### src/rtl/spb_pkg.sv
package spb_pkg;

    localparam int HDR_LEN   = 8;
    localparam logic [7:0] SIG_HI    = 8'hBA;
    localparam logic [7:0] SIG_LO    = 8'hBE;
    localparam logic [7:0] MARK_ODD  = 8'hDD;
    localparam logic [7:0] MARK_EVEN = 8'hEE;

    typedef struct packed {
        logic        odd;
        logic [7:0]  oseq;
        logic [15:0] stamp;
        logic [7:0]  miss;
        logic [7:0]  iseq;
    } hdr_fields_t;

endpackage

### src/rtl/spb_sequencer.sv
module spb_sequencer #(
    parameter int PKT_LEN = 16,
    localparam int IW = $clog2(PKT_LEN)
) (
    input  logic          clk,
    input  logic          rst_n,
    input  logic          build_i,
    output logic          take_o,
    output logic          valid_o,
    output logic          last_o,
    output logic [IW-1:0] idx_o
);

    typedef struct packed {
        logic          busy;
        logic [IW-1:0] idx;
    } seq_st_t;

    localparam logic [IW-1:0] LAST_IDX = IW'(PKT_LEN - 1);

    seq_st_t st_d, st_q;

    always_comb begin
        st_d   = st_q;
        take_o = build_i && !st_q.busy;
        if (take_o) begin
            st_d.busy = 1'b1;
            st_d.idx  = '0;
        end else if (st_q.busy) begin
            if (st_q.idx == LAST_IDX) begin
                st_d.busy = 1'b0;
            end else begin
                st_d.idx = st_q.idx + 1'b1;
            end
        end
    end

    always_ff @(posedge clk or negedge rst_n) begin
        if (!rst_n) begin
            st_q <= '0;
        end else begin
            st_q <= st_d;
        end
    end

    assign valid_o = st_q.busy;
    assign last_o  = st_q.busy && (st_q.idx == LAST_IDX);
    assign idx_o   = st_q.idx;


    last_needs_valid_chk: assert property (@(posedge clk) disable iff (!rst_n)
        last_o |-> valid_o);


    stream_runs_on_chk: assert property (@(posedge clk) disable iff (!rst_n)
        valid_o && !last_o |=> valid_o && (idx_o == $past(idx_o) + 1'b1));


    gap_after_last_chk: assert property (@(posedge clk) disable iff (!rst_n)
        last_o |=> !valid_o);


    no_restart_chk: assert property (@(posedge clk) disable iff (!rst_n)
        valid_o && !last_o && build_i |=> idx_o != '0);

endmodule

### src/rtl/spb_capture.sv
module spb_capture
    import spb_pkg::*;
(
    input  logic        clk,
    input  logic        rst_n,
    input  logic        take_i,
    input  logic        phase_odd_i,
    input  logic [7:0]  out_seq_i,
    input  logic [15:0] timer_i,
    input  logic [7:0]  miss_cnt_i,
    output hdr_fields_t fields_o
);

    typedef struct packed {
        hdr_fields_t f;
        logic [7:0]  in_ctr;
    } cap_st_t;

    cap_st_t st_d, st_q;

    always_comb begin
        st_d = st_q;
        if (take_i) begin
            st_d.f.odd  = phase_odd_i;
            st_d.f.oseq = out_seq_i;
            if (phase_odd_i) begin
                st_d.f.stamp = timer_i;
                st_d.f.miss  = miss_cnt_i;
            end else begin
                st_d.f.iseq  = st_q.in_ctr;
                st_d.in_ctr  = st_q.in_ctr + 8'd1;
            end
        end
    end

    always_ff @(posedge clk or negedge rst_n) begin
        if (!rst_n) begin
            st_q <= '0;
        end else begin
            st_q <= st_d;
        end
    end

    assign fields_o = st_q.f;


    fields_held_chk: assert property (@(posedge clk) disable iff (!rst_n)
        !take_i |=> $stable(fields_o));


    in_ctr_step_chk: assert property (@(posedge clk) disable iff (!rst_n)
        take_i && !phase_odd_i |=> st_q.in_ctr == $past(st_q.in_ctr) + 8'd1);


    in_ctr_odd_hold_chk: assert property (@(posedge clk) disable iff (!rst_n)
        take_i && phase_odd_i |=> $stable(st_q.in_ctr));

endmodule

### src/rtl/spb_byte_sel.sv
module spb_byte_sel
    import spb_pkg::*;
#(
    parameter int IW = 4
) (
    input  logic [IW-1:0] idx_i,
    input  hdr_fields_t   fields_i,
    input  logic [7:0]    pay_byte_i,
    output logic [7:0]    data_o
);

    logic [7:0] hdr_byte;

    always_comb begin
        hdr_byte = 8'h00;
        unique case (idx_i[2:0])
            3'd0: hdr_byte = SIG_HI;
            3'd1: hdr_byte = SIG_LO;
            3'd2: hdr_byte = fields_i.odd ? MARK_ODD : MARK_EVEN;
            3'd3: hdr_byte = fields_i.oseq;
            3'd4: hdr_byte = fields_i.odd ? fields_i.stamp[7:0]  : 8'h00;
            3'd5: hdr_byte = fields_i.odd ? fields_i.stamp[15:8] : 8'h00;
            3'd6: hdr_byte = fields_i.odd ? fields_i.miss        : 8'h00;
            3'd7: hdr_byte = fields_i.odd ? 8'h00 : fields_i.iseq;
            default: hdr_byte = 8'h00;
        endcase
        data_o = (int'(idx_i) < HDR_LEN) ? hdr_byte : pay_byte_i;
    end

endmodule

### src/rtl/status_pkt_builder.sv
module status_pkt_builder
    import spb_pkg::*;
#(
    parameter int PAY_LEN = 8
) (
    input  logic        clk,
    input  logic        rst_n,
    input  logic        build_i,
    input  logic        phase_odd_i,
    input  logic [7:0]  out_seq_i,
    input  logic [15:0] timer_i,
    input  logic [7:0]  miss_cnt_i,
    input  logic [7:0]  pay_byte_i,
    output logic [7:0]  tx_data_o,
    output logic        tx_valid_o,
    output logic        tx_last_o
);

    localparam int PKT_LEN = HDR_LEN + PAY_LEN;
    localparam int IW      = $clog2(PKT_LEN);

    logic          take;
    logic [IW-1:0] idx;
    hdr_fields_t   fields;
    logic [7:0]    sel_byte;

    spb_sequencer #(.PKT_LEN(PKT_LEN)) u_seq (
        .clk     (clk),
        .rst_n   (rst_n),
        .build_i (build_i),
        .take_o  (take),
        .valid_o (tx_valid_o),
        .last_o  (tx_last_o),
        .idx_o   (idx)
    );

    spb_capture u_cap (
        .clk         (clk),
        .rst_n       (rst_n),
        .take_i      (take),
        .phase_odd_i (phase_odd_i),
        .out_seq_i   (out_seq_i),
        .timer_i     (timer_i),
        .miss_cnt_i  (miss_cnt_i),
        .fields_o    (fields)
    );

    spb_byte_sel #(.IW(IW)) u_sel (
        .idx_i      (idx),
        .fields_i   (fields),
        .pay_byte_i (pay_byte_i),
        .data_o     (sel_byte)
    );

    assign tx_data_o = tx_valid_o ? sel_byte : 8'h00;


    first_byte_sig_chk: assert property (@(posedge clk) disable iff (!rst_n)
        take |=> tx_valid_o && (tx_data_o == SIG_HI));


    phase_mark_chk: assert property (@(posedge clk) disable iff (!rst_n)
        take && phase_odd_i |=> ##2 tx_data_o == MARK_ODD);


    idle_quiet_chk: assert property (@(posedge clk) disable iff (!rst_n)
        !tx_valid_o |-> !tx_last_o && (tx_data_o == 8'h00));

endmodule

### config.mk
export PLATFORM = sky130hd
export DESIGN_NAME = status_pkt_builder
export DESIGN_NICKNAME = d
export VERILOG_FILES = /design/src/rtl/spb_pkg.sv /design/src/rtl/spb_sequencer.sv /design/src/rtl/spb_capture.sv /design/src/rtl/spb_byte_sel.sv /design/src/rtl/status_pkt_builder.sv
export SDC_FILE = /design/constraint.sdc
export NUM_CORES = 1
export LEC_CHECK = 0
export BUFFER_PORTS_ARGS = -buffer_cell sky130_fd_sc_hd__buf_2
export CORE_MARGIN = 5
export CORE_UTILIZATION = 30
export CTS_CLUSTER_SIZE = 20
export DETAILED_ROUTE_END_ITERATION = 7
export PLACE_DENSITY = 0.48
export SLEW_MARGIN = 40
export SYNTH_ARGS = -nofsm -noshare
export SYNTH_HDL_FRONTEND = slang
export SYNTH_SLANG_ARGS = --single-unit
### constraint.sdc
create_clock -name clk -period 2.6 [get_ports clk]
set_input_delay 0 -clock clk [delete_from_list [all_inputs] [get_ports clk]]
set_output_delay 0 -clock clk [all_outputs]
set_load 0.05 [all_outputs]
==> results of run 1 <==
==> Yosys cell counts, types with 5 or more instances <==
cell type and n:
o21ai_0 7, buf_2 6, ha_1 8, dfrtp_1 54, clkbuf_1 5, nand4_1 5
a31oi_1 5, nand3_1 5, nand2_1 35, inv_1 5, mux2_2 33, xnor2_1 6
a222oi_1 7
==> final timing paths <==
check | start | endpoint | cells after the start
min in group asynchronous | rst_n | u_cap.st_q[4] | 3
hold / removal | phase_odd_i | u_cap.st_q[3] | 4
max in group asynchronous | rst_n | u_seq.idx_o[2] | 3
setup reg to reg | u_seq.valid_o | u_cap.fields_o[4] | 2
setup / recovery | u_seq.idx_o[2] | tx_data_o[5] | 6
hold reg to reg | u_cap.st_q[7] | u_cap.st_q[7] | 1
==> what timing repair did <==
item | 4_1_cts | 5_1_grt
resized for setup | 0 | 1
hold endpoints to repair | 86 | 0
endpoints found under the setup margin | 0 | 2
hold buffers | 33 | 0
==> worst max-delay path: stages, from the launching register on <==
cell,delay (ns)
dfrtp_2,0.55
inv_1,0.19
ha_1,0.35
a32oi_1,0.19
o21ai_0,0.14
o311a_1,0.38
buf_2,0.21
==> state kept, by name, summed over array words and instances (netlist names) <==
signal,count
u_cap.fields_o,41
u_cap.st_q,8
u_seq.idx_o,4
u_seq.valid_o,1
==> area by class of cell <==
cell class / instances / area share, %
flip-flops and latches: 54 / 39.0
multi-input cells: 160 / 35.0
repair buffers: 91 / 18.3
well taps: 108 / 3.90
clock buffers: 6 / 2.09
clock inverters: 2 / 1.08
inverters: 6 / 0.650
==> cell families after synthesis <==
group | Yosys count | share of synthesized area, %
simple gates | 67 | 12.7
flops | 54 | 50.8
compound gates | 44 | 12.5
mux | 34 | 14.4
buf+inv | 19 | 3.53
fa+ha+maj | 8 | 3.76
xor+xnor | 7 | 2.31
==> power groups by stage <==
stage	Combinational [µW]	Sequential, µW	Clock, µW
2_1_floorplan	1430	1370	0
3_3_place_gp	1730	1550	0
3_5_place_dp	1740	1550	0
4_1_cts	1790	1530	579
5_1_grt	1930	1590	606
6_report	1780	1530	558
==> per-layer routing <==
| layer | track usage, % | vias to the layer above |
|---|---|---|
| li1 | - | 1014 |
| met1 | 18.3 | 1046 |
| met2 | 21.4 | 55 |
| met3 | 2.42 | 9 |
| met4 | 4.44 | 0 |
| met5 | 0 | - |
==> per-stage QoR <==
stage | std cells | util [%] | worst slack [ns]
final | 427 | 40.0 | 0.273
after global routing | 427 | 40.0 | 0.137
after CTS | 427 | 39.9 | 0.0640
after detailed placement | 386 | 34.9 | 0.414
after global placement | 386 | 34.9 | 0.451
after floorplan | 233 | - | 0.512
==> results by group, run 1 <==
Logic synthesis
  – Share of the synthesized area in the top cell type: 50.8%
  – Largest area contributor in the netlist: dfrtp_1
  – Post-synth EDFFs: 0
  – Flops & latches, synth: 54
  – Syn Area/Cell: 11.4 µm²
  – Syn Std Cell Area: 2660 µm²
  – Distinct cells, synth: 42
  – Register area share after synthesis: 50.8%
  – Synth warnings: 0
  – Synth top area cells: dfrtp_1, mux2_2, nand2_1
  – Ys async rst share: 100%
  – Synth Instances: 233
  – Mapped Nets: 285
  – Dominant synthesized flop cell: dfrtp_1

Layout
  – Fraction of layout cells with a size suffix above 1: 33.5%
  – Finished Cell Area: 3470 µm²
  – Fillers: 863
  – Area growth, synth to finish: 30.4%
  – Antenna fix cells: 0
  – FF/Latch Area: 1350 µm²
  – Nets: 370
  – Most frequent cells in the layout: buf_2, dfrtp_1, nand2_1, mux2_2, dlygate4sd3_1
  – Area of the multi-input gates: 1210 µm²

STA
  – Final Hold Viols: 0
  – Tcrit/Tclk final: 89.5%
  – Final setup viols: 0
  – Final setup skew: 0.00515 ns
  – Setup TNS: 0 ns
  – Max-slew headroom: 51.1%
  – RSZ-0062 raised after global routing: false
  – Fmax achieved: 430 MHz
  – Min Clock Period, post-route: 2.33 ns
  – WHS: 0.105 ns
  – Worst Tran Pin Value: 0.732 ns
  – Final Max Tran Viols: 0

Detailed routing
  – Met3 routed WL: 319 µm
  – Routed wire length per instance: 16.4 µm
  – DRT Pass-1 Iters: 5
  – DRC viols: 0
  – Routed Antenna Nets: 0
  – Via/cell ratio: 4.97
  – Final wirelength: 6990 µm
  – DR top layer: met4
  – Vias: 2124
  – DR WL met2: 3270 µm
  – Wire length on met1: 3260 µm
  – DRT iter0 DRCs: 111

Clock network
  – Cell chosen for the clock root: clkbuf_8
  – Reg clk slew, reported paths: 0.10 ns
  – Worst skew pair latency: 0.31 ns
  – Max clock buf depth: 2
  – Setup bufs post-CTS: 0
  – TritonCTS Buffers: 5
  – CTS Sinks: 54
  – CTS tree: built
  – H-tree depth: 2

Power and ir drop
  – NetSw: 1690 µW
  – Pint: 2180 µW
  – Clock power frac: 14.4%
  – Reg power frac: 39.6%
  – Switching part of the total: 43.7%
  – Design Power: 3870 µW
  – Pleak: 0.00162 µW
  – Pwr/cell area: 1120 nW/µm²
  – Peak supply drop: 437 µV
  – Logic pwr share: 46.0%

Die
  – Die X: 104 µm
  – Row cnt: 34
  – Die height: 104 µm
  – IO Pins: 54
  – Full die area: 10800 µm²
  – Initial Utilization: 30.6%
  – Core Box Area: 8680 µm²

Placement
  – GP Congestion: 0.741
  – # port buffers: 53
  – DP Area: 3030 µm²
  – Detailed placement HPWL: 5100 µm

Global routing
  – First-pass GRT wire length: 11700 µm
  – Vias in the first global route: 2221
  – Global route overflow: 0
  – Initial antenna violation count: 0
  – Largest net degree at the start of global routing: 55
  – Gr usage total: 13.4%

Outcome
  – Status: finished clean

Critical path
  – Setup CP Type: reg -> out
  – CP required: 2.60 ns
  – CP max FO: 16
  – WP data arrival: 2.33 ns
  – R2R setup slack: 0.74 ns
  – Worst setup SP type: flip-flop
  – CP endpoint kind: output port

Min path
  – Worst hold path type: in -> reg

Run
  – Max cap viols: 0
Note: power is estimated with default switching activity, not from simulation.
==> run 2, diff against run 1 <==
CORE_UTILIZATION = 35   (was 30)
PLACE_DENSITY = 0.54   (was 0.48)
RECOVER_POWER = 100   (was not set)
==> results by group, run 2 (synthesis gave the netlist of run 1 again) <==
Clock network
  – Post_cts resized: 0 (unchanged)
  – Max clock buf depth: 2 (unchanged)
  – Reg clk slew, reported paths: 0.09 ns (about the same)
  – H-tree depth: 2 (unchanged)
  – Cell chosen for the clock root: clkbuf_8
  – CTS tree: built
  – Worst skew pair latency: 0.31 ns (about the same)
  – CTS Sinks: 54 (unchanged)
  – TritonCTS Buffers: 5 (unchanged)
  – Setup bufs post-CTS: 0 (unchanged)
  – CTS Hold Buffers Added: 33 (unchanged)

Critical path
  – Worst setup SP type: flip-flop
  – WP data arrival: 2.46 ns (+0.13 ns)
  – R2R cell count: 3 (+1)
  – Setup CP Type: reg -> out
  – CP required: 2.60 ns (about the same)
  – CP max FO: 16 (unchanged)
  – CP endpoint kind: output port

Placement
  – GP Congestion: 0.859 (+16%)
  – # port buffers: 53 (unchanged)
  – Detailed placement HPWL: 4990 µm (-2.0%)
  – Place WS: 0.481 ns (+0.0671 ns)
  – DP Area: 3010 µm² (-0.62%)

STA
  – Final setup viols: 0 (unchanged)
  – Setup ws final: 0.140 ns (-0.133 ns)
  – Final setup skew: 0.00657 ns (+0.00142 ns)
  – RSZ-0062 raised after global routing: false
  – Min Clock Period, post-route: 2.46 ns (+0.133 ns)
  – Setup TNS: 0 ns (unchanged)
  – Max-slew headroom: -8.49% (-60 points)
  – Fmax achieved: 407 MHz (-5.4%)
  – Final Max Tran Viols: 33 (+33)
  – Worst Tran Pin Value: 1.63 ns (+0.895 ns)
  – Tcrit/Tclk final: 94.6% (+5.1 points)
  – Final Hold Viols: 0 (unchanged)

Detailed routing
  – Vias: 2102 (-1.0%)
  – DRC viols: 0 (unchanged)
  – DRT Pass-1 Iters: 5 (unchanged)
  – DRT iter0 DRCs: 133 (+20%)
  – Final wirelength: 6650 µm (-4.8%)
  – Via/cell ratio: 5.04 (+1.3%)
  – Routed wire length per instance: 16.0 µm (-2.5%)
  – Routed Antenna Nets: 0 (unchanged)

Layout
  – Nets: 369 (-0.27%)
  – Fillers: 700 (-19%)
  – Max reg flops: 41 (unchanged)
  – Finished Cell Area: 3460 µm² (-0.18%)
  – Antenna fix cells: 0 (unchanged)
  – Area growth, synth to finish: 30.2%
  – Most frequent cells in the layout: dfrtp_1, buf_2, nand2_1, dlygate4sd3_1, mux2_2
  – Most common cell after layout, fill and taps aside: dfrtp_1
  – Post-layout util: 47.2% (+7.3 points)
  – Fraction of layout cells with a size suffix above 1: 31.4% (-2.1 points)

Outcome
  – Failing checks: max-capacitance violations, max-slew violations
  – Status: finished, violations left

Power and ir drop
  – Pint: 2280 µW (+4.7%)
  – Pleak: 0.00162 µW (-0.22%)
  – Switching part of the total: 42.2% (-1.4 points)
  – NetSw: 1670 µW (-1.3%)
  – Clock power frac: 17.2% (+2.8 points)
  – Design Power: 3950 µW (+2.1%)
  – Peak supply drop: 451 µV (+3.2%)
  – Pwr/cell area: 1140 nW/µm² (+2.3%)
  – Logic pwr share: 44.1% (-1.9 points)
  – Reg power frac: 38.7% (-0.9 points)

Die
  – Die X: 97.2 µm (-6.7%)
  – IO Pins: 54 (unchanged)
  – Row cnt: 31 (-8.8%)
  – Core Box Area: 7330 µm² (-16%)
  – Die height: 97.2 µm (-6.7%)
  – Full die area: 9440 µm² (-13%)
  – Initial Utilization: 36.3% (+5.6 points)

Global routing
  – First-pass GRT wire length: 11300 µm (-4.1%)
  – Gr usage total: 14.9% (+1.5 points)
  – Largest net degree at the start of global routing: 33 (-40%)
  – Vias in the first global route: 2271 (+2.3%)
  – Initial antenna violation count: 0 (unchanged)
  – Global route overflow: 0 (unchanged)

Min path
  – Worst hold path type: in -> reg
  – Hold Path Depth: 3 (-1)

Run
  – Max cap viols: 1 (+1)
==> run 2: cell types whose count changed in the layout (fill, tap and decap cells not counted), sizes merged <==
cell / previous run / this run
buf: 58 / 46
bufinv: 1 / 2
clkbuf: 6 / 17
clkinvlp: 1 / 0
==> run 2: metal layers <==
metal  global-route usage, %  wire length [µm]  vias to the layer above
met1                    20.2              3120                     1017
met3                    4.38               430                       10
met4                    4.43               122                        0
met5                       0                 0                        -
li1                        -                 -                     1011
met2                    23.0              2980                       64
==> run 2: cell type report <==
class	instances	area, µm²	share of cell area, %
Tap cell	99	124	3.58
Inverter	6	22.5	0.651
Timing Repair Buffer	90	616	17.8
Clock buffer	6	82.6	2.39
Multi-Input combinational cell	160	1200	34.8
Clock inverter	2	60.1	1.74
Sequential cell	54	1350	39.0
==> run 2: worst max-delay path: stages, from the launching register on <==
cell,delay (ns)
dfrtp_1,0.66
inv_1,0.22
ha_1,0.37
a32oi_1,0.20
o21ai_0,0.12
o311a_1,0.37
buf_2,0.21
==> run 2: worst paths after layout <==
path                            slack, ns           start                  to
worst min-delay path                 0.10     phase_odd_i  u_cap.fields_o[40]
min in group asynchronous            0.64           rst_n   u_cap.fields_o[6]
worst min register to register       0.48   u_cap.st_q[7]       u_cap.st_q[7]
worst max-delay path                 0.14  u_seq.idx_o[2]        tx_data_o[5]
worst max register to register       0.44   u_seq.valid_o       u_cap.st_q[7]
max in group asynchronous            0.78           rst_n  u_cap.fields_o[23]
==> run 2: through the flow <==
stage | cells | hold slack [ns]
global route | 417 | 0.152
floorplan | 233 | -0.296
global placement | 376 | 0.0882
CTS | 417 | 0.0688
finish | 417 | 0.104
detailed placement | 376 | 0.0797
==> run 2: power groups by stage <==
stage / registers, µW / clock network, µW / logic (µW)
final: 1530 / 681 / 1740
after floorplan: 1370 / 0 / 1430
after CTS: 1530 / 696 / 1760
after detailed placement: 1550 / 0 / 1710
after global placement: 1550 / 0 / 1700
after global routing: 1580 / 736 / 1910
==> run 3, diff against run 2 <==
PLACE_DENSITY = 0.56   (was 0.54)
clock period = 2.21 ns   (was 2.6 ns; I/O delays follow)
==> results by group, run 3 (synthesis gave the netlist of run 1 again) <==
Clock network
  – Max clock buf depth: 2 (unchanged)
  – H-tree depth: 2 (unchanged)
  – TritonCTS Buffers: 5 (unchanged)
  – Worst skew pair latency: 0.30 ns (about the same)
  – CTS tree: built
  – Reg clk slew, reported paths: 0.09 ns (about the same)
  – CTS Sinks: 54 (unchanged)
  – Cell chosen for the clock root: clkbuf_8

Placement
  – Placed instance count: 378 (+0.53%)
  – # port buffers: 53 (unchanged)
  – Detailed placement HPWL: 4950 µm (-0.95%)
  – GP Congestion: 0.795 (-7.5%)
  – Place WS: 0.266 ns (-0.215 ns)

Die
  – Row cnt: 31 (unchanged)
  – IO Pins: 54 (unchanged)
  – Core Box Area: 7330 µm² (unchanged)
  – Initial Utilization: 36.3% (unchanged)
  – Die X: 97.2 µm (unchanged)
  – Full die area: 9440 µm² (unchanged)
  – Die height: 97.2 µm (unchanged)

Layout
  – Nets: 372 (+0.81%)
  – Cell Count, Final, Fillers Out: 420 (+0.72%)
  – Max reg flops: 41 (unchanged)
  – Area growth, synth to finish: 31.6%
  – Post-layout util: 47.7% (+0.53 points)
  – FF/Latch Area: 1350 µm² (about the same)
  – Fillers: 695 (-0.71%)
  – Antenna fix cells: 0 (unchanged)
  – Most frequent cells in the layout: dfrtp_1, buf_2, nand2_1, mux2_2, dlygate4sd3_1
  – Most common cell after layout, fill and taps aside: dfrtp_1
  – Area of the multi-input gates: 1250 µm² (+3.5%)
  – Fraction of layout cells with a size suffix above 1: 34.3% (+2.8 points)

Critical path
  – WP data arrival: 2.12 ns (-0.34 ns)
  – CP max FO: 12 (-4)
  – R2R setup slack: 0.38 ns (-0.06 ns)
  – Worst setup SP type: flip-flop
  – CP endpoint kind: output port
  – CP required: 2.21 ns (-0.39 ns)
  – R2R cell count: 4 (+1)
  – Reg-to-Reg Start: u_seq.valid_o
  – R2r endpoint: u_cap.st_q[7]
  – Crit-path cells: inv_1, ha_2, or3b_2, a21oi_2, a31oi_1, clkbuf_2
  – CP max-delay cell: or3b_2
  – Max incr delay on CP: 0.49 ns (-0.17 ns)
  – Setup CP Type: reg -> out

STA
  – Final Max Tran Viols: 0 (-100%)
  – Setup ws final: 0.0857 ns (-0.0543 ns)
  – Min Clock Period, post-route: 2.12 ns
  – Worst Tran Pin Value: 1.24 ns (-0.384 ns)
  – Max-slew headroom: 17.1% (+26 points)
  – Final Hold Viols: 0 (unchanged)
  – Setup TNS: 0 ns (unchanged)
  – Fmax achieved: 471 MHz
  – Final setup skew: 0.0126 ns (+0.00608 ns)
  – Tcrit/Tclk final: 96.1%
  – Final setup viols: 0 (unchanged)

Power and ir drop
  – Design Power: 4650 µW (+18%)
  – Pleak: 0.00161 µW (-0.49%)
  – Peak supply drop: 547 µV (+21%)
  – Pwr/cell area: 1330 nW/µm² (+16%)

Detailed routing
  – DRT iter0 DRCs: 120 (-9.8%)
  – Routed Antenna Nets: 0 (unchanged)
  – Via/cell ratio: 5.11 (+1.4%)
  – Final wirelength: 6620 µm (-0.57%)
  – Routed wire length per instance: 15.8 µm (-1.3%)
  – Vias: 2147 (+2.1%)
  – DRC viols: 0 (unchanged)
  – DRT Pass-1 Iters: 4 (-1)

Min path
  – Hold Path Depth: 3 (unchanged)
  – Hold Crit Endpoint: u_seq.valid_o
  – Hold_sp: build_i
  – Worst hold path type: in -> reg

Global routing
  – Global route overflow: 0 (unchanged)
  – Initial antenna violation count: 0 (unchanged)
  – Vias in the first global route: 2233 (-1.7%)
  – First-pass GRT wire length: 11100 µm (-1.4%)
  – Largest net degree at the start of global routing: 25 (-24%)
  – Gr usage total: 14.3% (-0.55 points)

Run
  – Max cap viols: 0 (-1)

Outcome
  – Status: finished clean
==> run 3: changes by cell type in the layout (fill, tap and decap cells not counted), moves of 2 or more <==
| cell | delta |
|---|---|
| buf_2 | -2 |
| buf_4 | +4 |
| ha_1 | -5 |
| ha_2 | +3 |
| ha_4 | +2 |
==> run 3: worst max-delay path by stage <==
stage / end / start / depth (start not counted)
after CTS: tx_data_o[3] / u_seq.idx_o[1] / 6
final: tx_data_o[3] / u_seq.idx_o[1] / 6
after global routing: tx_data_o[7] / u_seq.idx_o[0] / 6
after floorplan: tx_data_o[2] / u_seq.idx_o[2] / 6
after detailed placement: tx_data_o[2] / u_seq.idx_o[0] / 6
after global placement: tx_data_o[2] / u_seq.idx_o[0] / 6
==> run 3: timing repair <==
| item | in CTS | in global routing |
|---|---|---|
| pin swaps | 0 | 3 |
| hold buffers | 33 | 0 |
| gates resized for setup | 3 | 11 |
| endpoints found under the setup margin | 5 | 5 |
| endpoints found under the hold margin | 54 | 0 |
| setup buffers | 0 | 1 |
==> run 3: per-stage QoR <==
| step | hold slack [ns] | area [µm²] |
|---|---|---|
| final | 0.199 | 3500 |
| after global routing | 0.225 | 3500 |
| after CTS | 0.185 | 3470 |
| after detailed placement | 0.0176 | 3020 |
| after global placement | 0.0112 | 3020 |
| after floorplan | -0.296 | 2660 |
==> run 3: worst max-delay path: cells and delay by family (launching register included) <==
kind                     cells  cell delay, ns
AO/OA/AOI/OAI                2            0.28
adder cells (fa/ha/maj)      1            0.26
buffers and inverters        2            0.35
flip-flops                   1            0.43
AND/OR/NAND/NOR              1            0.49
==> run 3: layout make-up <==
class,instances,area share [%]
sequential,54,38.6
inverter,6,0.644
tap,99,3.54
clock inverter,2,1.07
multi-input combinational,160,35.6
timing repair buffer,93,18.4
clock buffer,6,2.07
==> run 3: per-layer routing <==
metal | vias up | wire length [µm] | GRT usage, %
met5 | - | 0 | 0
met4 | 0 | 68 | 3.56
met3 | 6 | 274 | 2.01
met2 | 62 | 3150 | 23.4
met1 | 1061 | 3120 | 20.0
li1 | 1018 | - | -
==> run 3: report_power, final <==
part | switching [µW] | internal [µW]
Clock | 314 | 338
Sequential | 358 | 1390
Combinational | 1340 | 917
